$ cat src/rtl/vaseg_pkg.sv
package vaseg_pkg;

  localparam int VA_W = 32;

  typedef enum logic [1:0] {
    RT_TLB    = 2'd0,
    RT_DIRECT = 2'd1,
    RT_ERROR  = 2'd2
  } route_t;

  typedef enum logic [4:0] {
    EX_NONE = 5'd0,
    EX_MOD  = 5'd1,
    EX_TLBL = 5'd2,
    EX_TLBS = 5'd3,
    EX_ADEL = 5'd4,
    EX_ADES = 5'd5
  } exc_t;

  typedef enum logic [1:0] {
    PM_USER   = 2'd0,
    PM_SUPER  = 2'd1,
    PM_KERNEL = 2'd2,
    PM_RSVD   = 2'd3
  } pmode_t;

  // Unmapped windows: the top three bits are stripped.
  function automatic logic [VA_W-1:0] strip_window(input logic [VA_W-1:0] va);
    return va & 32'h1FFF_FFFF;
  endfunction

  // Context word: upper field kept, address page-pair number in [22:4].
  function automatic logic [VA_W-1:0] pack_context(input logic [VA_W-1:0] ctx,
                                                    input logic [VA_W-1:0] va);
    logic [VA_W-1:0] keep;
    keep = ctx & 32'hFF80_0000;
    return keep | {9'd0, va[31:13], 4'd0};
  endfunction

endpackage

$ cat src/rtl/seg_classify.sv
module seg_classify
  import vaseg_pkg::*;
(
  input  logic [VA_W-1:0] va,
  input  pmode_t          mode,
  input  logic            erl,
  output route_t          route,
  output logic [VA_W-1:0] direct_pa
);

  logic is_kernel;
  logic is_super;

  assign is_kernel = (mode == PM_KERNEL);
  assign is_super  = (mode == PM_SUPER);

  always_comb begin
    route     = RT_ERROR;
    direct_pa = '0;
    unique case (va[31:29])
      3'd0, 3'd1, 3'd2, 3'd3: begin
        if (erl) begin
          route     = RT_DIRECT;
          direct_pa = va;
        end else begin
          route = RT_TLB;
        end
      end
      3'd4, 3'd5: begin
        if (is_kernel) begin
          route     = RT_DIRECT;
          direct_pa = strip_window(va);
        end
      end
      3'd6: begin
        if (is_kernel || is_super) route = RT_TLB;
      end
      default: begin
        if (is_kernel) route = RT_TLB;
      end
    endcase
  end

endmodule

$ cat src/rtl/fault_encode.sv
module fault_encode
  import vaseg_pkg::*;
(
  input  route_t route,
  input  logic   write,
  input  logic   tlb_hit,
  input  logic   tlb_valid,
  input  logic   tlb_dirty,
  output exc_t   exc,
  output logic   refill,
  output logic   fault
);

  always_comb begin
    exc    = EX_NONE;
    refill = 1'b0;
    unique case (route)
      RT_ERROR: exc = write ? EX_ADES : EX_ADEL;
      RT_TLB: begin
        if (!tlb_hit) begin
          exc    = write ? EX_TLBS : EX_TLBL;
          refill = 1'b1;
        end else if (!tlb_valid) begin
          exc = write ? EX_TLBS : EX_TLBL;
        end else if (write && !tlb_dirty) begin
          exc = EX_MOD;
        end
      end
      default: exc = EX_NONE;
    endcase
    fault = (exc != EX_NONE);
  end

endmodule

$ cat src/rtl/fault_regs.sv
module fault_regs
  import vaseg_pkg::*;
#(
  parameter int ASID_W    = 8,
  parameter int PAGE_BITS = 12
) (
  input  logic              clk,
  input  logic              rst_n,
  input  logic              capture,
  input  logic [VA_W-1:0]   va,
  input  logic [ASID_W-1:0] asid,
  input  logic [VA_W-1:0]   ctx_in,
  output logic [VA_W-1:0]   bad_vaddr,
  output logic [VA_W-1:0]   context_out,
  output logic [VA_W-1:0]   entryhi_out
);

  localparam logic [VA_W-1:0] PAIR_MASK = ~((VA_W'(1) << (PAGE_BITS + 1)) - VA_W'(1));

  logic [VA_W-1:0] ehi_next;
  assign ehi_next = (va & PAIR_MASK) | {{(VA_W-ASID_W){1'b0}}, asid};

  always_ff @(posedge clk or negedge rst_n) begin
    if (!rst_n) begin
      bad_vaddr   <= '0;
      context_out <= '0;
      entryhi_out <= '0;
    end else if (capture) begin
      bad_vaddr   <= va;
      context_out <= pack_context(ctx_in, va);
      entryhi_out <= ehi_next;
    end
  end

  // a faulting access loads the bad address register
  a_r12_bad_load: assert property (@(posedge clk) disable iff (!rst_n)
    capture |=> bad_vaddr == $past(va));

  // fault registers hold when nothing faults
  a_r13_fault_hold: assert property (@(posedge clk) disable iff (!rst_n)
    !capture |=> ($stable(bad_vaddr) && $stable(context_out) && $stable(entryhi_out)));

endmodule

$ cat src/rtl/vaddr_seg_decoder.sv
module vaddr_seg_decoder
  import vaseg_pkg::*;
#(
  parameter int ASID_W    = 8,
  parameter int PAGE_BITS = 12
) (
  input  logic              clk,
  input  logic              rst_n,
  input  logic              acc_valid,
  input  logic [31:0]       acc_vaddr,
  input  logic [1:0]        acc_mode,
  input  logic              acc_erl,
  input  logic              acc_write,
  input  logic [ASID_W-1:0] cur_asid,
  input  logic [31:0]       ctx_in,
  input  logic              tlb_hit,
  input  logic              tlb_valid,
  input  logic              tlb_dirty,
  input  logic [31:0]       tlb_paddr,
  output logic              res_valid,
  output logic [1:0]        res_route,
  output logic [31:0]       res_paddr,
  output logic [4:0]        res_exc,
  output logic              res_refill,
  output logic              res_fault,
  output logic [31:0]       bad_vaddr,
  output logic [31:0]       context_out,
  output logic [31:0]       entryhi_out
);

  // Named internal events for the checks below.
  route_t          route_c;
  logic [VA_W-1:0] direct_pa_c;
  exc_t            exc_c;
  logic            refill_c;
  logic            fault_c;
  logic            fault_event;
  logic [VA_W-1:0] pa_c;

  seg_classify u_classify (
    .va        (acc_vaddr),
    .mode      (pmode_t'(acc_mode)),
    .erl       (acc_erl),
    .route     (route_c),
    .direct_pa (direct_pa_c)
  );

  fault_encode u_encode (
    .route     (route_c),
    .write     (acc_write),
    .tlb_hit   (tlb_hit),
    .tlb_valid (tlb_valid),
    .tlb_dirty (tlb_dirty),
    .exc       (exc_c),
    .refill    (refill_c),
    .fault     (fault_c)
  );

  assign fault_event = acc_valid && fault_c;

  always_comb begin
    if (fault_c)                 pa_c = '0;
    else if (route_c == RT_TLB)  pa_c = tlb_paddr;
    else                         pa_c = direct_pa_c;
  end

  fault_regs #(.ASID_W(ASID_W), .PAGE_BITS(PAGE_BITS)) u_fregs (
    .clk         (clk),
    .rst_n       (rst_n),
    .capture     (fault_event),
    .va          (acc_vaddr),
    .asid        (cur_asid),
    .ctx_in      (ctx_in),
    .bad_vaddr   (bad_vaddr),
    .context_out (context_out),
    .entryhi_out (entryhi_out)
  );

  always_ff @(posedge clk or negedge rst_n) begin
    if (!rst_n) begin
      res_valid  <= 1'b0;
      res_route  <= '0;
      res_paddr  <= '0;
      res_exc    <= '0;
      res_refill <= 1'b0;
      res_fault  <= 1'b0;
    end else begin
      res_valid <= acc_valid;
      if (acc_valid) begin
        res_route  <= route_c;
        res_paddr  <= pa_c;
        res_exc    <= exc_c;
        res_refill <= refill_c;
        res_fault  <= fault_c;
      end
    end
  end

  // result valid follows the access by exactly one cycle
  a_r13_valid_follow: assert property (@(posedge clk) disable iff (!rst_n)
    acc_valid |=> res_valid);
  a_r13_valid_idle: assert property (@(posedge clk) disable iff (!rst_n)
    !acc_valid |=> !res_valid);

  // error level gives an identity map on the low half
  a_r2_erl_identity: assert property (@(posedge clk) disable iff (!rst_n)
    (acc_valid && acc_erl && !acc_vaddr[31]) |=>
      (res_route == RT_DIRECT && res_paddr == $past(acc_vaddr) && !res_fault));

  // top segment refused outside kernel mode
  a_r7_top_kernel_only: assert property (@(posedge clk) disable iff (!rst_n)
    (acc_valid && acc_vaddr[31:29] == 3'b111 && acc_mode != 2'd2) |=>
      (res_route == RT_ERROR && res_fault));

  // an address error carries only an address-error code
  a_r9_adr_codes: assert property (@(posedge clk) disable iff (!rst_n)
    (res_valid && res_route == RT_ERROR) |->
      ((res_exc == EX_ADEL || res_exc == EX_ADES) && !res_refill));

  // the refill flag only comes with a TLB load or store code
  a_r10_refill_codes: assert property (@(posedge clk) disable iff (!rst_n)
    res_refill |-> (res_exc == EX_TLBL || res_exc == EX_TLBS));

endmodule

$ cat config.mk
export PLATFORM = sky130hd
export DESIGN_NAME = vaddr_seg_decoder
export DESIGN_NICKNAME = d
export VERILOG_FILES = /design/src/rtl/vaseg_pkg.sv /design/src/rtl/seg_classify.sv /design/src/rtl/fault_encode.sv /design/src/rtl/fault_regs.sv /design/src/rtl/vaddr_seg_decoder.sv
export SDC_FILE = /design/constraint.sdc
export NUM_CORES = 1
export LEC_CHECK = 0
export BUFFER_PORTS_ARGS = -buffer_cell sky130_fd_sc_hd__buf_2
export CORE_UTILIZATION = 44
export DETAILED_ROUTE_END_ITERATION = 10
export GPL_TIMING_DRIVEN = 0
export PLACE_DENSITY = 0.81
export SYNTH_ARGS = -nofsm -noshare
export SYNTH_HDL_FRONTEND = slang
export SYNTH_SLANG_ARGS = --single-unit
$ cat constraint.sdc
create_clock -name clk -period 2.07 [get_ports clk]
set_input_delay 0.207 -clock clk [delete_from_list [all_inputs] [get_ports clk]]
set_output_delay 0.207 -clock clk [all_outputs]
set_load 0.01 [all_outputs]
Yosys cells after proc, flatten, opt, wreduce, memory -nomap -nowiden
Index checks and enable logic that the tools add are counted.
{"block": "classes", "add_sub_neg": 0, "multipliers": 0, "div": 0, "magnitude_cmp": 0, "eq_ne": 9, "shifts": 0, "mux": 18, "n_bitwise": 2, "n_reduce_logical": 9}
{"op": "2-to-1 mux 32 bit", "count": 3}
{"op": "case mux 32 bit (2 select lines)", "count": 1}
{"op": "OR 32 x 23 -> 32 bit", "count": 1}
{"op": "OR 32 x 8 -> 32 bit", "count": 1}
{"op": "2-to-1 mux 29 bit", "count": 1}
{"op": "2-to-1 mux 5 bit", "count": 2}
{"op": "case mux 5 bit (2 select lines)", "count": 1}
{"op": "equality test 3 bit (second input constant)", "count": 3}
{"op": "equality test 3 x 2 -> 1 bit (second input constant)", "count": 2}
{"op": "2-to-1 mux 1 bit", "count": 6}
{"op": "2-to-1 mux 2 bit", "count": 3}
{"op": "case mux 2 bit (3 select lines)", "count": 1}
{"op": "nonzero test 5 bit", "count": 1}
{"op": "equality test 2 bit (second input constant)", "count": 2}
{"op": "OR reduction 4 bit", "count": 1}
{"op": "equality test 3 x 1 -> 1 bit (second input constant)", "count": 1}
{"op": "logical NOT 3 bit", "count": 1}
{"op": "equality test 2 x 1 -> 1 bit (second input constant)", "count": 1}
{"op": "logical AND 1 bit", "count": 2}
{"op": "logical NOT 2 bit", "count": 1}
{"op": "OR reduction 2 bit", "count": 1}
{"op": "logical NOT 1 bit", "count": 1}
{"op": "logical OR 1 bit", "count": 1}
{"block": "word_totals", "reg_bits": 138, "latchBits": 0, "mem_bits_rw": 0, "romBits": 0, "wordCells": 47, "n_memories": 0}

Depth between registers and ports, before layout
{"block": "logic_depth", "depth_word": 8, "mapped_depth": 8}

By module
Synthesis repeated with hierarchy kept, for this count alone.
{"block": "hier_totals", "cells_unflattened": 371, "area_unflattened_um2": 4755.8}
{"module": "fault_regs", "n_inst": 1, "cells_per_inst": 151, "area_each_um2": 2220.9, "seq_area_each_um2": 1226.2}
{"module": "vaddr_seg_decoder", "n_inst": 1, "cells_per_inst": 161, "area_each_um2": 1935.6, "seq_area_each_um2": 1051.0}
{"module": "seg_classify", "n_inst": 1, "cells_per_inst": 48, "area_each_um2": 523.0, "seq_area_each_um2": 0.0}
{"module": "fault_encode", "n_inst": 1, "cells_per_inst": 11, "area_each_um2": 76.3, "seq_area_each_um2": 0.0}

Least setup slack after synthesis
OpenSTA, ideal clock, no wires.
{"block": "synth_path", "kind": "input to register", "startpoint": "input port acc_mode[0]", "endpoint": "register u_fregs.bad_vaddr[0]", "arrival_ns": 1.463, "t_required_ns": 1.945, "slack_ns": 0.483, "stages": 7, "path_cell_list": "inv_1 ha_1 and2_1 mux2i_4 a21oi_4 buf_6 mux2_2"}
{"block": "synth_via", "elab_chain_len": 8, "elab_cells_between_ends": 12, "classes_between": "3 x eq/ne; 5 x mux; 4 x reduce/logical"}
{"element": "start: declaration", "line_no": "vaddr_seg_decoder.sv:11", "rtl": "input logic [1:0] acc_mode,"}
{"element": "equality test 2 bit / equality test 2 x 1 -> 1 bit (equally long branches)", "line_no": "seg_classify.sv:14, seg_classify.sv:15"}
{"element": "logical OR 1 bit", "line_no": "seg_classify.sv:36", "rtl": "if (is_kernel || is_super) route = RT_TLB;"}
{"element": "2-to-1 mux 2 bit", "line_no": "seg_classify.sv:36"}
{"element": "case mux 2 bit (3 select lines) *", "line_no": "seg_classify.sv:20", "rtl": "unique case (va[31:29])"}
{"element": "equality test 2 bit / logical NOT 2 bit (equally long branches)", "line_no": "fault_encode.sv:17", "rtl": "unique case (route)"}
{"element": "case mux 5 bit (2 select lines) *", "line_no": "fault_encode.sv:17"}
{"element": "nonzero test 5 bit *", "line_no": "fault_encode.sv:31", "rtl": "fault = (exc != EX_NONE);"}
{"element": "logical AND 1 bit *", "line_no": "vaddr_seg_decoder.sv:59", "rtl": "assign fault_event = acc_valid && fault_c;"}
{"element": "end signal: assignment", "line_no": "fault_regs.sv:29", "rtl": "bad_vaddr <= va;"}
{"element": "end: declaration", "line_no": "fault_regs.sv:13", "rtl": "output logic [VA_W-1:0] bad_vaddr,"}
Every way passes the cells marked *; elsewhere a longest branch is shown, timed or not.
A chain may end at the register's enable or synchronous reset.

Worst setup path after layout
{"block": "layout_path", "startpoint": "input port acc_valid", "endpoint": "register res_paddr[28]"}
{"element": "start: declaration", "line_no": "vaddr_seg_decoder.sv:9", "rtl": "input logic acc_valid,"}
{"element": "end signal: assignment", "line_no": "vaddr_seg_decoder.sv:91", "rtl": "res_paddr <= pa_c;"}
{"element": "end: declaration", "line_no": "vaddr_seg_decoder.sv:22", "rtl": "output logic [31:0] res_paddr,"}
No word-level cell between the ends.

==> metrics.yaml <==
floorplanning:
  boundaryPins: 252
  die_w_um: 100
  coreArea_um2: 9330
  die_h_um: 100
  initial_core_util_pct: 45.7
  die_area_um2: 10100
  rows: 35
sta:
  setup_tns_ps: 0
  finClkSkew_ps: 0
  setup_viol: 0
  layout_min_cycle_time_ps: 1890
  period_share_pct: 91.3
  fmax_mhz: 529
  rsz0062_at_grt: "no"
  finalHoldViolCount: 0
  worstMarginPinSlew_ps: 559
  relSlewSlack_pct: 62.8
  report.final.slew_viol_count: 0
  whs_ps: 76.0
routing:
  wirelength_mm: 11.4
  vias: 3563
  drt_iter0_drc: 73
  drtPass1Iterations: 4
  ant_nets: 0
  wl_per_cell_um: 16.0
  viasPerCell: 4.98
  drc: 0
global_routing:
  grt_pass1_wl_mm: 17.7
  overflow: 0
  track_usage_pct: 22.6
  grt_max_degree: 49
  grt_pass1_vias: 3577
  antenna_found_initial: 0
clocking:
  numCtsBuffers: 9
  cts_sinks: 89
  root_buffer: "clkbuf_8"
  h-tree-depth: 3
  cts_tree: "done"
  cts.clk_slew.worst_paths_ps: 80
  post_cts_resized: 0
  clock_latency_ps: 340
  clockBufferDepth: 2
setup_path:
  cp-end-kind: "register"
  crit_required_ps: 2290
  worstPathArrival_ps: 2110
  path_class: "primary input to register"
  r2r-end: "u_fregs.bad_vaddr[18]$_DFFE_PN0P_"
  endpoint: "res_paddr[28]$_DFFE_PN0P_"
  rr_worst_depth: 1
  reg2reg_from: "u_fregs.bad_vaddr[18]$_DFFE_PN0P_"
  path_max_fanout: 10
  rrSetupSlack_ps: 1250
  startpoint_type: "primary input"
  crit_start: "acc_valid"
final_layout:
  fill_cells: 778
  multi_input_area_um2: 1550
  drive_above_1_share_pct: 59.7
  final_area_um2: 5780
  regArea_um2: 2230
  area_delta_synth_final_pct: 35.5
  nets: 697
  diodes: 0
  fin_util_pct: 62.0
pwr:
  p_comb_share_pct: 30.6
  leakagePower_nw: 3.04
  p_total_mw: 4.62
  ir_drop_mv: 0.412
  p_clk_share_pct: 23.6
  p_sw_share_pct: 30.8
  p_per_area_nw_per_um2: 799
  p_sw_mw: 1.42
  internal-power_mw: 3.20
  p_seq_share_pct: 45.7
synth:
  synth_ff_type: "dfrtp_1"
  ys_types: 32
  yosysMostFrequentCell: "dfrtp_1"
  netlist_top_cells_area: "dfrtp_1 (52%), mux2_2 (11%), buf_4 (8.6%)"
  async_flop_share_pct: 100
  yosysTopAreaCell: "dfrtp_1"
  avgSynthCellArea_um2: 12.5
  seq_area_frac_synth_pct: 52.2
  synth-edff-count: 0
  synth_commonest_cells: "dfrtp_1 (89), buf_4 (49), mux2_2 (41)"
  syn-instance-count: 341
  synth_top_cell_area_share_pct: 52.2
  ys_ff_latch: 89
  syn_area_um2: 4270
  synth_warnings: 0
placed_design:
  portBuffers: 217
  hpwl_mm: 8.82
  place_area_um2: 5580
  place_congestion: 0.762
worst_hold_path:
  min-delay-path-class: "primary input to register"
  hold_path_startpoint: "tlb_hit"
job:
  maxCapViolCount: 0
status:
  status: "finished clean"
[cell type report]
type / instances / share of cell area [%]
buffer: 73 / 8.79
multi-input combinational: 183 / 26.8
inverter: 6 / 0.390
clock inverter: 5 / 0.714
timing repair buffer: 220 / 19.7
sequential: 89 / 38.5
tap: 129 / 2.79
clock buffer: 10 / 2.38
[logic make-up after synthesis]
group | Yosys count | share of synthesized area (%)
mux | 51 | 14.5
buf+inv | 79 | 12.4
other cells | 1 | 0.0879
fa+ha+maj | 1 | 0.293
flops | 89 | 52.2
simple gates | 46 | 5.57
compound gates | 74 | 14.9
[critical path, cell delays in order]
cell	delay, ps
dlygate4sd3_1	530
buf_2	120
clkbuf_1	300
clkinv_1	410
clkbuf_1	340
o2bb2ai_1	200
[layer usage]
layer	part of all wire (%)	global-route usage, %
met5	0	0
met4	1.3	6.80
met3	5.9	3.88
met2	51	41.2
met1	42	27.4
[how the worst min path moves through the flow]
stage / end / slack (ps) / depth (start not counted)
3_5_place_dp: u_fregs.bad_vaddr[30]$_DFFE_PN0P_ / 240 / 1
4_1_cts: res_refill$_DFFE_PN0P_ / 60 / 2
6_report: res_refill$_DFFE_PN0P_ / 80 / 2
2_1_floorplan: res_exc[0]$_DFFE_PN0P_ / -90 / 0
3_3_place_gp: res_valid$_DFF_PN0_ / 350 / 1
5_1_grt: u_fregs.context_out[28]$_DFFE_PN0P_ / 60 / 2
[power by group through the flow]
stage          logic [mW]  registers (mW)  clock network, mW
2_1_floorplan       0.715            2.24                  0
3_5_place_dp         1.43            2.15                  0
5_1_grt              1.53            2.14               1.19
6_report             1.42            2.11               1.09
4_1_cts              1.43            2.12               1.13
3_3_place_gp         1.38            2.13                  0
[layout by cell type, fill, tap and decap left out, types with 3 or more instances in the layout]
| cell type | instances |
|---|---|
| a32oi_1 | 3 |
| clkbuf_8 | 10 |
| a2bb2oi_1 | 28 |
| buf_6 | 5 |
| inv_1 | 5 |
| mux2_4 | 9 |
| nand2_1 | 7 |
| o2bb2ai_1 | 33 |
| buf_2 | 226 |
| clkbuf_1 | 9 |
| buf_4 | 50 |
| mux2_2 | 41 |
| dfrtp_1 | 89 |
| o21ai_0 | 3 |
| conb_1 | 11 |
| nand3_1 | 31 |
[metrics by stage]
stage / worst slack (ps) / instances
detailed placement: 170 / 698
global route: 24.5 / 715
CTS: 164 / 715
floorplan: 483 / 351
finish: 181 / 715
global placement: 22.7 / 697
[registers in the layout (all words and copies together), names as in the netlist]
register and count:
u_fregs.bad_vaddr 31, res_refill 1, res_exc 3, u_fregs.entryhi_out 8, res_fault 1, res_valid 1, res_paddr 32, res_route 2
u_fregs.context_out 10
[repair_timing]
item,in CTS,in global routing
endpoints found under the hold margin,42,0
setup buffers,0,0
hold buffers,2,0
Note: power is estimated with default switching activity, not from simulation.
